===== src/rtl/psel_pkg.sv =====
// Package: shared sizes for the partitioned priority select.
// Assumes the lane count is a power of two and at least two.
package psel_pkg;
    localparam int unsigned LANES  = 4;
    localparam int unsigned LANE_W = 8;
    localparam int unsigned DATA_W = LANES * LANE_W;
    localparam int unsigned MASK_W = LANES - 1;
    localparam int unsigned IDX_W  = $clog2(LANES);
endpackage


===== src/rtl/psel_group_lead.sv =====
// Module: finds, for each lane, the least-significant lane of its group.
// Assumes mask bit i marks a boundary between lane i and lane i+1.
module psel_group_lead
    import psel_pkg::*;
(
    input  logic [MASK_W-1:0]            mask_i,
    output logic [LANES-1:0][IDX_W-1:0]  lead_o
);
    assign lead_o[0] = '0;

    genvar k;
    generate
        for (k = 1; k < LANES; k++) begin : g_lead
            // Start a new group at a boundary, else inherit the lower lane's leader.
            assign lead_o[k] = mask_i[k-1] ? IDX_W'(k) : lead_o[k-1];


            always_comb begin
                lead_not_above_chk: assert (lead_o[k] <= IDX_W'(k));
            end
        end
    endgenerate
endmodule


===== src/rtl/psel_lane_pick.sv =====
// Module: first-match priority encoder for one lane's test vector.
// Assumes bit 0 is the highest-priority branch; outputs a one-hot choice or none.
module psel_lane_pick #(
    parameter int unsigned NUM_BR = 3
) (
    input  logic [NUM_BR-1:0] tests_i,
    output logic [NUM_BR-1:0] sel_o,
    output logic              none_o
);
    // Scan branches in order and keep only the first set test bit.
    always_comb begin
        logic hit;
        hit   = 1'b0;
        sel_o = '0;
        for (int b = 0; b < NUM_BR; b++) begin
            if (tests_i[b] && !hit) begin
                sel_o[b] = 1'b1;
                hit      = 1'b1;
            end
        end
        none_o = !hit;
    end

    // Guard the encoder outputs against its inputs.
    always_comb begin

        single_pick_chk: assert ($onehot0(sel_o));

        first_wins_chk: assert (!tests_i[0] || sel_o[0]);

        none_empty_chk: assert (!none_o || (tests_i == '0));
    end
endmodule


===== src/rtl/psel_lane_mux.sv =====
// Module: drives one lane slice from the chosen candidate or the default.
// Assumes sel_i is one-hot or zero, and none_i is set only when sel_i is zero.
module psel_lane_mux #(
    parameter int unsigned NUM_BR = 3,
    parameter int unsigned LANE_W = 8
) (
    input  logic [NUM_BR*LANE_W-1:0] cand_i,
    input  logic [LANE_W-1:0]        dflt_i,
    input  logic [NUM_BR-1:0]        sel_i,
    input  logic                     none_i,
    output logic [LANE_W-1:0]        out_o
);
    // AND-OR the candidates with the choice, then add the default term.
    always_comb begin
        out_o = none_i ? dflt_i : '0;
        for (int b = 0; b < NUM_BR; b++) begin
            out_o = out_o | (cand_i[b*LANE_W +: LANE_W] & {LANE_W{sel_i[b]}});
        end
    end
endmodule


===== src/rtl/psel_top.sv =====
// Module: lane-partitioned if/else-if/else select over a 32-bit datapath.
// Assumes NUM_BR >= 2; purely combinational, with no clock or reset.
module psel_top
    import psel_pkg::*;
#(
    parameter int unsigned NUM_BR = 3
) (
    input  logic [MASK_W-1:0]        mask_i,
    input  logic [NUM_BR*LANES-1:0]  cond_i,
    input  logic [NUM_BR*DATA_W-1:0] data_i,
    input  logic [DATA_W-1:0]        dflt_i,
    output logic [DATA_W-1:0]        res_o
);
    logic [LANES-1:0][IDX_W-1:0]  lead;
    logic [LANES-1:0][NUM_BR-1:0] tests;
    logic [LANES-1:0][NUM_BR-1:0] sel;
    logic [LANES-1:0]             none;

    psel_group_lead i_lead (
        .mask_i (mask_i),
        .lead_o (lead)
    );

    genvar k;
    generate
        for (k = 0; k < LANES; k++) begin : g_lane
            logic [NUM_BR*LANE_W-1:0] cand;

            // Gather the leader lane's test bit from every branch.
            always_comb begin
                for (int b = 0; b < NUM_BR; b++) begin
                    tests[k][b] = cond_i[b*LANES + int'(lead[k])];
                end
            end

            // Slice lane k out of every candidate.
            always_comb begin
                for (int b = 0; b < NUM_BR; b++) begin
                    cand[b*LANE_W +: LANE_W] = data_i[b*DATA_W + k*LANE_W +: LANE_W];
                end
            end

            psel_lane_pick #(.NUM_BR(NUM_BR)) i_pick (
                .tests_i (tests[k]),
                .sel_o   (sel[k]),
                .none_o  (none[k])
            );

            psel_lane_mux #(.NUM_BR(NUM_BR), .LANE_W(LANE_W)) i_mux (
                .cand_i (cand),
                .dflt_i (dflt_i[k*LANE_W +: LANE_W]),
                .sel_i  (sel[k]),
                .none_i (none[k]),
                .out_o  (res_o[k*LANE_W +: LANE_W])
            );

            if (k > 0) begin : g_merge_chk
                // Merged neighbours must agree on one branch.
                always_comb begin

                    group_same_pick_chk: assert (mask_i[k-1] || (sel[k] == sel[k-1] && none[k] == none[k-1]));
                end
            end

            // A lane in its own group with branch 0 set must show branch 0's slice.
            always_comb begin

                own_lane_data_chk: assert (!((k == 0 || mask_i[k-1]) && cond_i[k])
                                           || res_o[k*LANE_W +: LANE_W] == data_i[k*LANE_W +: LANE_W]);
            end
        end
    endgenerate
endmodule


===== config.mk =====
export PLATFORM = sky130hd
export DESIGN_NAME = psel_top
export DESIGN_NICKNAME = d
export VERILOG_FILES = /design/src/rtl/psel_pkg.sv /design/src/rtl/psel_group_lead.sv /design/src/rtl/psel_lane_pick.sv /design/src/rtl/psel_lane_mux.sv /design/src/rtl/psel_top.sv
export SDC_FILE = /design/constraint.sdc
export NUM_CORES = 1
export LEC_CHECK = 0
export ABC_AREA = 1
export BUFFER_PORTS_ARGS = -buffer_cell sky130_fd_sc_hd__buf_2
export CAP_MARGIN = 20
export CELL_PAD_IN_SITES_DETAIL_PLACEMENT = 0
export CELL_PAD_IN_SITES_GLOBAL_PLACEMENT = 1
export CORE_MARGIN = 2
export CORE_UTILIZATION = 18
export DETAILED_ROUTE_END_ITERATION = 16
export GPL_TIMING_DRIVEN = 0
export MAX_ROUTING_LAYER = met4
export PLACE_DENSITY_LB_ADDON = 0.1
export SLEW_MARGIN = 10
export SYNTH_ARGS = -nofsm -noshare
export SYNTH_HDL_FRONTEND = slang
export SYNTH_SLANG_ARGS = --single-unit

===== constraint.sdc =====
create_clock -name vclk -period 2.73
set_input_delay 0.546 -clock vclk [all_inputs]
set_output_delay 0.546 -clock vclk [all_outputs]
set_load 0.05 [all_outputs]

# Yosys cells after proc, flatten, opt, wreduce, memory -nomap -nowiden
# Index checks and enable logic that the tools add are counted.
[word_totals]
regBits = 0
input_bits = 143
output_inout_bits = 32
elab_cells = 100
[op_classes]
add_sub_neg = 6
n_lt_le_gt_ge = 9
n_mux = 45
n_bitwise = 24
n_reduce_logical = 16
[ops]
columns = ["cell", "count"]
rows = [
  ["8-bit bitwise AND", 12],
  ["8-bit OR", 12],
  ["8-bit 2-to-1 mux", 4],
  ["1-bit 2-to-1 mux", 30],
  ["1-bit binary-select mux with 4-bit select", 6],
  ["4-bit by 2-bit adder with 5-bit output (first input constant)", 3],
  ["2-bit by 5-bit < comparator with 1-bit output (second input constant)", 3],
  ["4-bit by 5-bit < comparator with 1-bit output (second input constant)", 3],
  ["5-bit < comparator (second input constant)", 3],
  ["3-bit by 2-bit adder with 4-bit output (first input constant)", 3],
  ["1-bit logical AND", 8],
  ["1-bit zero test", 8],
  ["1-bit binary-select mux with 2-bit select", 3],
  ["2-bit 2-to-1 mux", 2],
]

# Depth between registers and ports, before layout
[depth]
word_depth = 16
mapped_depth = 12
mapped_depth_nobuf = 11

# By module
# A second synthesis with hierarchy kept.
[hier_totals]
cells_unflattened = 452
hier_area_um2 = 1785.5
[modules_own_cells]
columns = ["module", "instances", "cells_each", "area_each_um2"]
rows = [
  ["psel_lane_mux", 4, 76, 290.3],
  ["psel_top", 1, 104, 420.4],
  ["psel_lane_pick", 4, 8, 33.8],
  ["psel_group_lead", 1, 12, 68.8],
]

# Least setup slack after synthesis
# No wires, ideal clock.
[synth_timing]
kind = "input -> output"
startpoint = "input port mask_i[1]"
endpoint = "output port res_o[30]"
t_arrival_ns = 1.909
t_required_ns = 2.184
slack_ns = 0.275
path_stages = 11
path_buffers = 2
path_cell_list = "buf_6 -> inv_2 -> nand2_2 -> nand2_2 -> nand2_1 -> nand2_1 -> nand2_2 -> nor2_4 -> buf_6 -> nand3_1 -> nand3_1"
[synth_between]
elab_chain_cells = 15
[synth_rtl]
columns = ["item", "line_no", "text"]
rows = [
  ["start: declaration", "psel_top.sv:8", "input logic [MASK_W-1:0] mask_i,"],
  ["2-bit 2-to-1 mux (*) (2 in series)", "psel_group_lead.sv:15", "assign lead_o[k] = mask_i[k-1] ? IDX_W'(k) : lead_o[k-1];"],
  ["branches (longest 12 deep; another with 3-bit by 2-bit adder with 4-bit output)", "-", ""],
  ["8-bit OR (*)", "psel_lane_mux.sv:17", "out_o = out_o | (cand_i[b*LANE_W +: LANE_W] & {LANE_W{sel_i[b]}});"],
  ["end: declaration", "psel_top.sv:12", "output logic [DATA_W-1:0] res_o"],
]
# Mark *: on every way between the ends. The select of a mux whose other input is x is not followed.

# Worst setup path after layout
[layout_timing]
startpoint = "input port mask_i[0]"
endpoint = "output port res_o[18]"
[layout_between]
elab_chain_cells = 15
[layout_rtl]
columns = ["item", "line_no"]
rows = [
  ["1-bit 2-to-1 mux (*)", "psel_group_lead.sv:15"],
  ["2-bit 2-to-1 mux (*)", "psel_group_lead.sv:15"],
  ["branches (longest 12 deep; another with 3-bit by 2-bit adder with 4-bit output)", "-"],
  ["8-bit OR (*)", "psel_lane_mux.sv:17"],
]
# Marked as above.

==> flow_summary_export.csv <==
group,metric,value,unit
global_routing,overflow,0,
setup_path,start_kind,"input pin",
global_routing,track_usage,0.145,
hold_path,min_path_cells,4,
layout,clock_buffers,0,
power_and_ir_drop,p_switching,0.427,mW
layout,fin_cells,526,
placed_design,globalplace.congestion,0.722,
route,dr.pass1.iters,4,
power_and_ir_drop,combPwrFrac,1.000,
sta,tightest_slew,0.909,ns
sta,setup_violations,0,
power_and_ir_drop,p_leak,1.37,nW
sta,rsz0062_at_grt,"false",
sta,hold_ws,1.51,ns
floorplan,row_count,30,
route,drt_iter0_markers,43,
logic_synthesis,synthTopCellsByCount,"nand2_1 (123), nand3_1 (50), nand4_1 (32)",
setup_path,worstPathArrival,2.05,ns
layout,n_antenna_cell,0,
floorplan,die_w,87.3,microns
global_routing,grt_max_degree,11,
placed_design,port-buffer-count,174,
route,routed_wl,5.96,mm
global_routing,grt_pass1_vias,2108,
sta,final-hold-violation-count,0,
logic_synthesis,yosysMostFrequentCell,"nand2_1",
layout,regArea,0,sq um
route,wire_per_inst,11.3,microns
floorplan,core,6760,sq um
sta,max_freq,385,MHz
route,vias,2337,
layout,fin_util,0.334,
logic_synthesis,postSynthCellCount,270,
logic_synthesis,synthTopCellsByArea,"nand2_1 (37%), nand3_1 (20%), nand4_1 (16%)",
logic_synthesis,syn_area,1250,sq um
global_routing,antenna_found_initial,0,
layout,seq_cells,0,
power_and_ir_drop,intPower,0.194,mW
logic_synthesis,ys_warn_count,0,
power_and_ir_drop,swShare,0.688,
power_and_ir_drop,power_density,275,nW/um^2
logic_synthesis,postSynthAreaPerCell,4.63,sq um
route,ant_nets,0,
global_routing,grt_pass1_wl,9.05,mm
cts,cts_hold_buffers,0,
power_and_ir_drop,pwr-share-clk,0,
sta,fin_ws,0.134,ns
setup_path,crit_path_end_kind,"output pin",
power_and_ir_drop,irDropWorstVdd,0.0986,mV
layout,nets,591,
hold_path,hp-class,"in2out",
route,via_per_inst,4.44,
power_and_ir_drop,seq_power_share,0,
layout,area_delta_synth_final,80.4,%
floorplan,initial_core_util,0.185,
placed_design,pre_cts_ws,-0.105,ns
logic_synthesis,synth_top_area_frac,0.369,
placed_design,dp_cells,524,
floorplan,die_h,87.3,microns
sta,slew_viol_final,0,
setup_path,cp_data_required_time,2.18,ns
hold_path,hold_start,"data_i[64]",
layout,layout-drive-gt1-share,0.448,
floorplan,ios,175,
placed_design,dp_hpwl,4.92,mm
flow_run,cap_violations,0,
setup_path,critPathMaxFanout,10,
logic_synthesis,synthesis.nets,413,
hold_path,whs_endpoint,"res_o[0]",
logic_synthesis,synth_cell_type_count,20,
setup_path,worstSetupPathType,"in2out",
sta,max-slew-margin-rel,0.389,
outcome,status,"complete, no violations",
sta,fin_crit_sh,0.951,
logic_synthesis,ys_seq_area_frac,0,
sta,period_minus_slack,2.60,ns
logic_synthesis,synth.largest_area_cell,"nand2_1",
sta,setup_tns,0,ns
floorplan,fp.dieArea,7630,sq um
route,drc,0,
-- area by class of cell --
class / instances / area (sq um)
buffer: 7 / 48.8
fill: 818 / 4500
inverter: 33 / 124
multi-input combinational: 230 / 1090
tap: 80 / 100
timing repair buffer: 176 / 888
-- how the worst max path moves through the flow --
stage / cells after the start / endpoint / from
4_1_cts: 6 / res_o[9] / mask_i[0]
3_3_place_gp: 6 / res_o[1] / cond_i[0]
3_5_place_dp: 6 / res_o[5] / cond_i[0]
5_1_grt: 12 / res_o[19] / mask_i[0]
6_report: 8 / res_o[18] / mask_i[0]
2_1_floorplan: 11 / res_o[30] / mask_i[1]
-- cell families after synthesis --
kind of cell,count (synthesis),synth area share
AOI/OAI and AO/OA,9,0.0480
buffers and inverters,40,0.136
and+or+nand+nor,221,0.816
-- timing repair --
item / 4_1_cts / 5_1_grt
cloned: 0 / 0
buffers inserted: 0 / 2
resized for setup: 1 / 6
pin swaps: 0 / 1
endpoints found under the setup margin: 8 / 24
-- layout by cell type (no fill, tap or decap) --
cell type,synthesis,routed
nand2_2,3,3
nor2_1,6,5
buf_6,2,2
nand4_1,32,32
a21oi_2,1,1
nand2_4,1,1
o21ai_1,1,2
buf_2,4,176
clkbuf_1,1,1
nand3_1,50,50
buf_4,0,2
nand2_1,123,123
nor3_1,2,1
o21ai_2,3,3
nor3_2,1,2
inv_1,30,29
clkbuf_4,0,2
nor2_4,2,2
nor2_2,0,1
inv_2,3,4
a21oi_1,2,2
o21ai_0,2,1
nor3b_4,0,1
-- critical path, stage by stage --
cell and delay (ns):
buf_2 0.15, nor2_1 0.16, a21oi_2 0.11, o21ai_2 0.31, buf_2 0.28, nand4_1 0.12, nand3_1 0.11, buf_2 0.26
-- power groups by stage --
stage / Combinational [mW] / Clock [mW] / Sequential [mW]
floorplan: 0.408 / 0 / 0
global placement: 0.616 / 0 / 0
detailed placement: 0.617 / 0 / 0
CTS: 0.619 / 0 / 0
global route: 0.675 / 0 / 0
finish: 0.621 / 0 / 0
-- layer usage --
metal,global-route usage,vias to the layer above,routed length (microns)
met1,0.185,975,2680
met5,-,-,0
li1,-,1254,-
met2,0.262,106,2850
met3,0.00948,2,418
met4,0.00420,0,19
-- stage by stage --
stage	cell area (sq um)	power (mW)
2_1_floorplan	1250	0.408
3_3_place_gp	2220	0.616
3_5_place_dp	2220	0.617
4_1_cts	2230	0.619
5_1_grt	2250	0.675
6_report	2250	0.621
(Power assumes the default switching activity.)
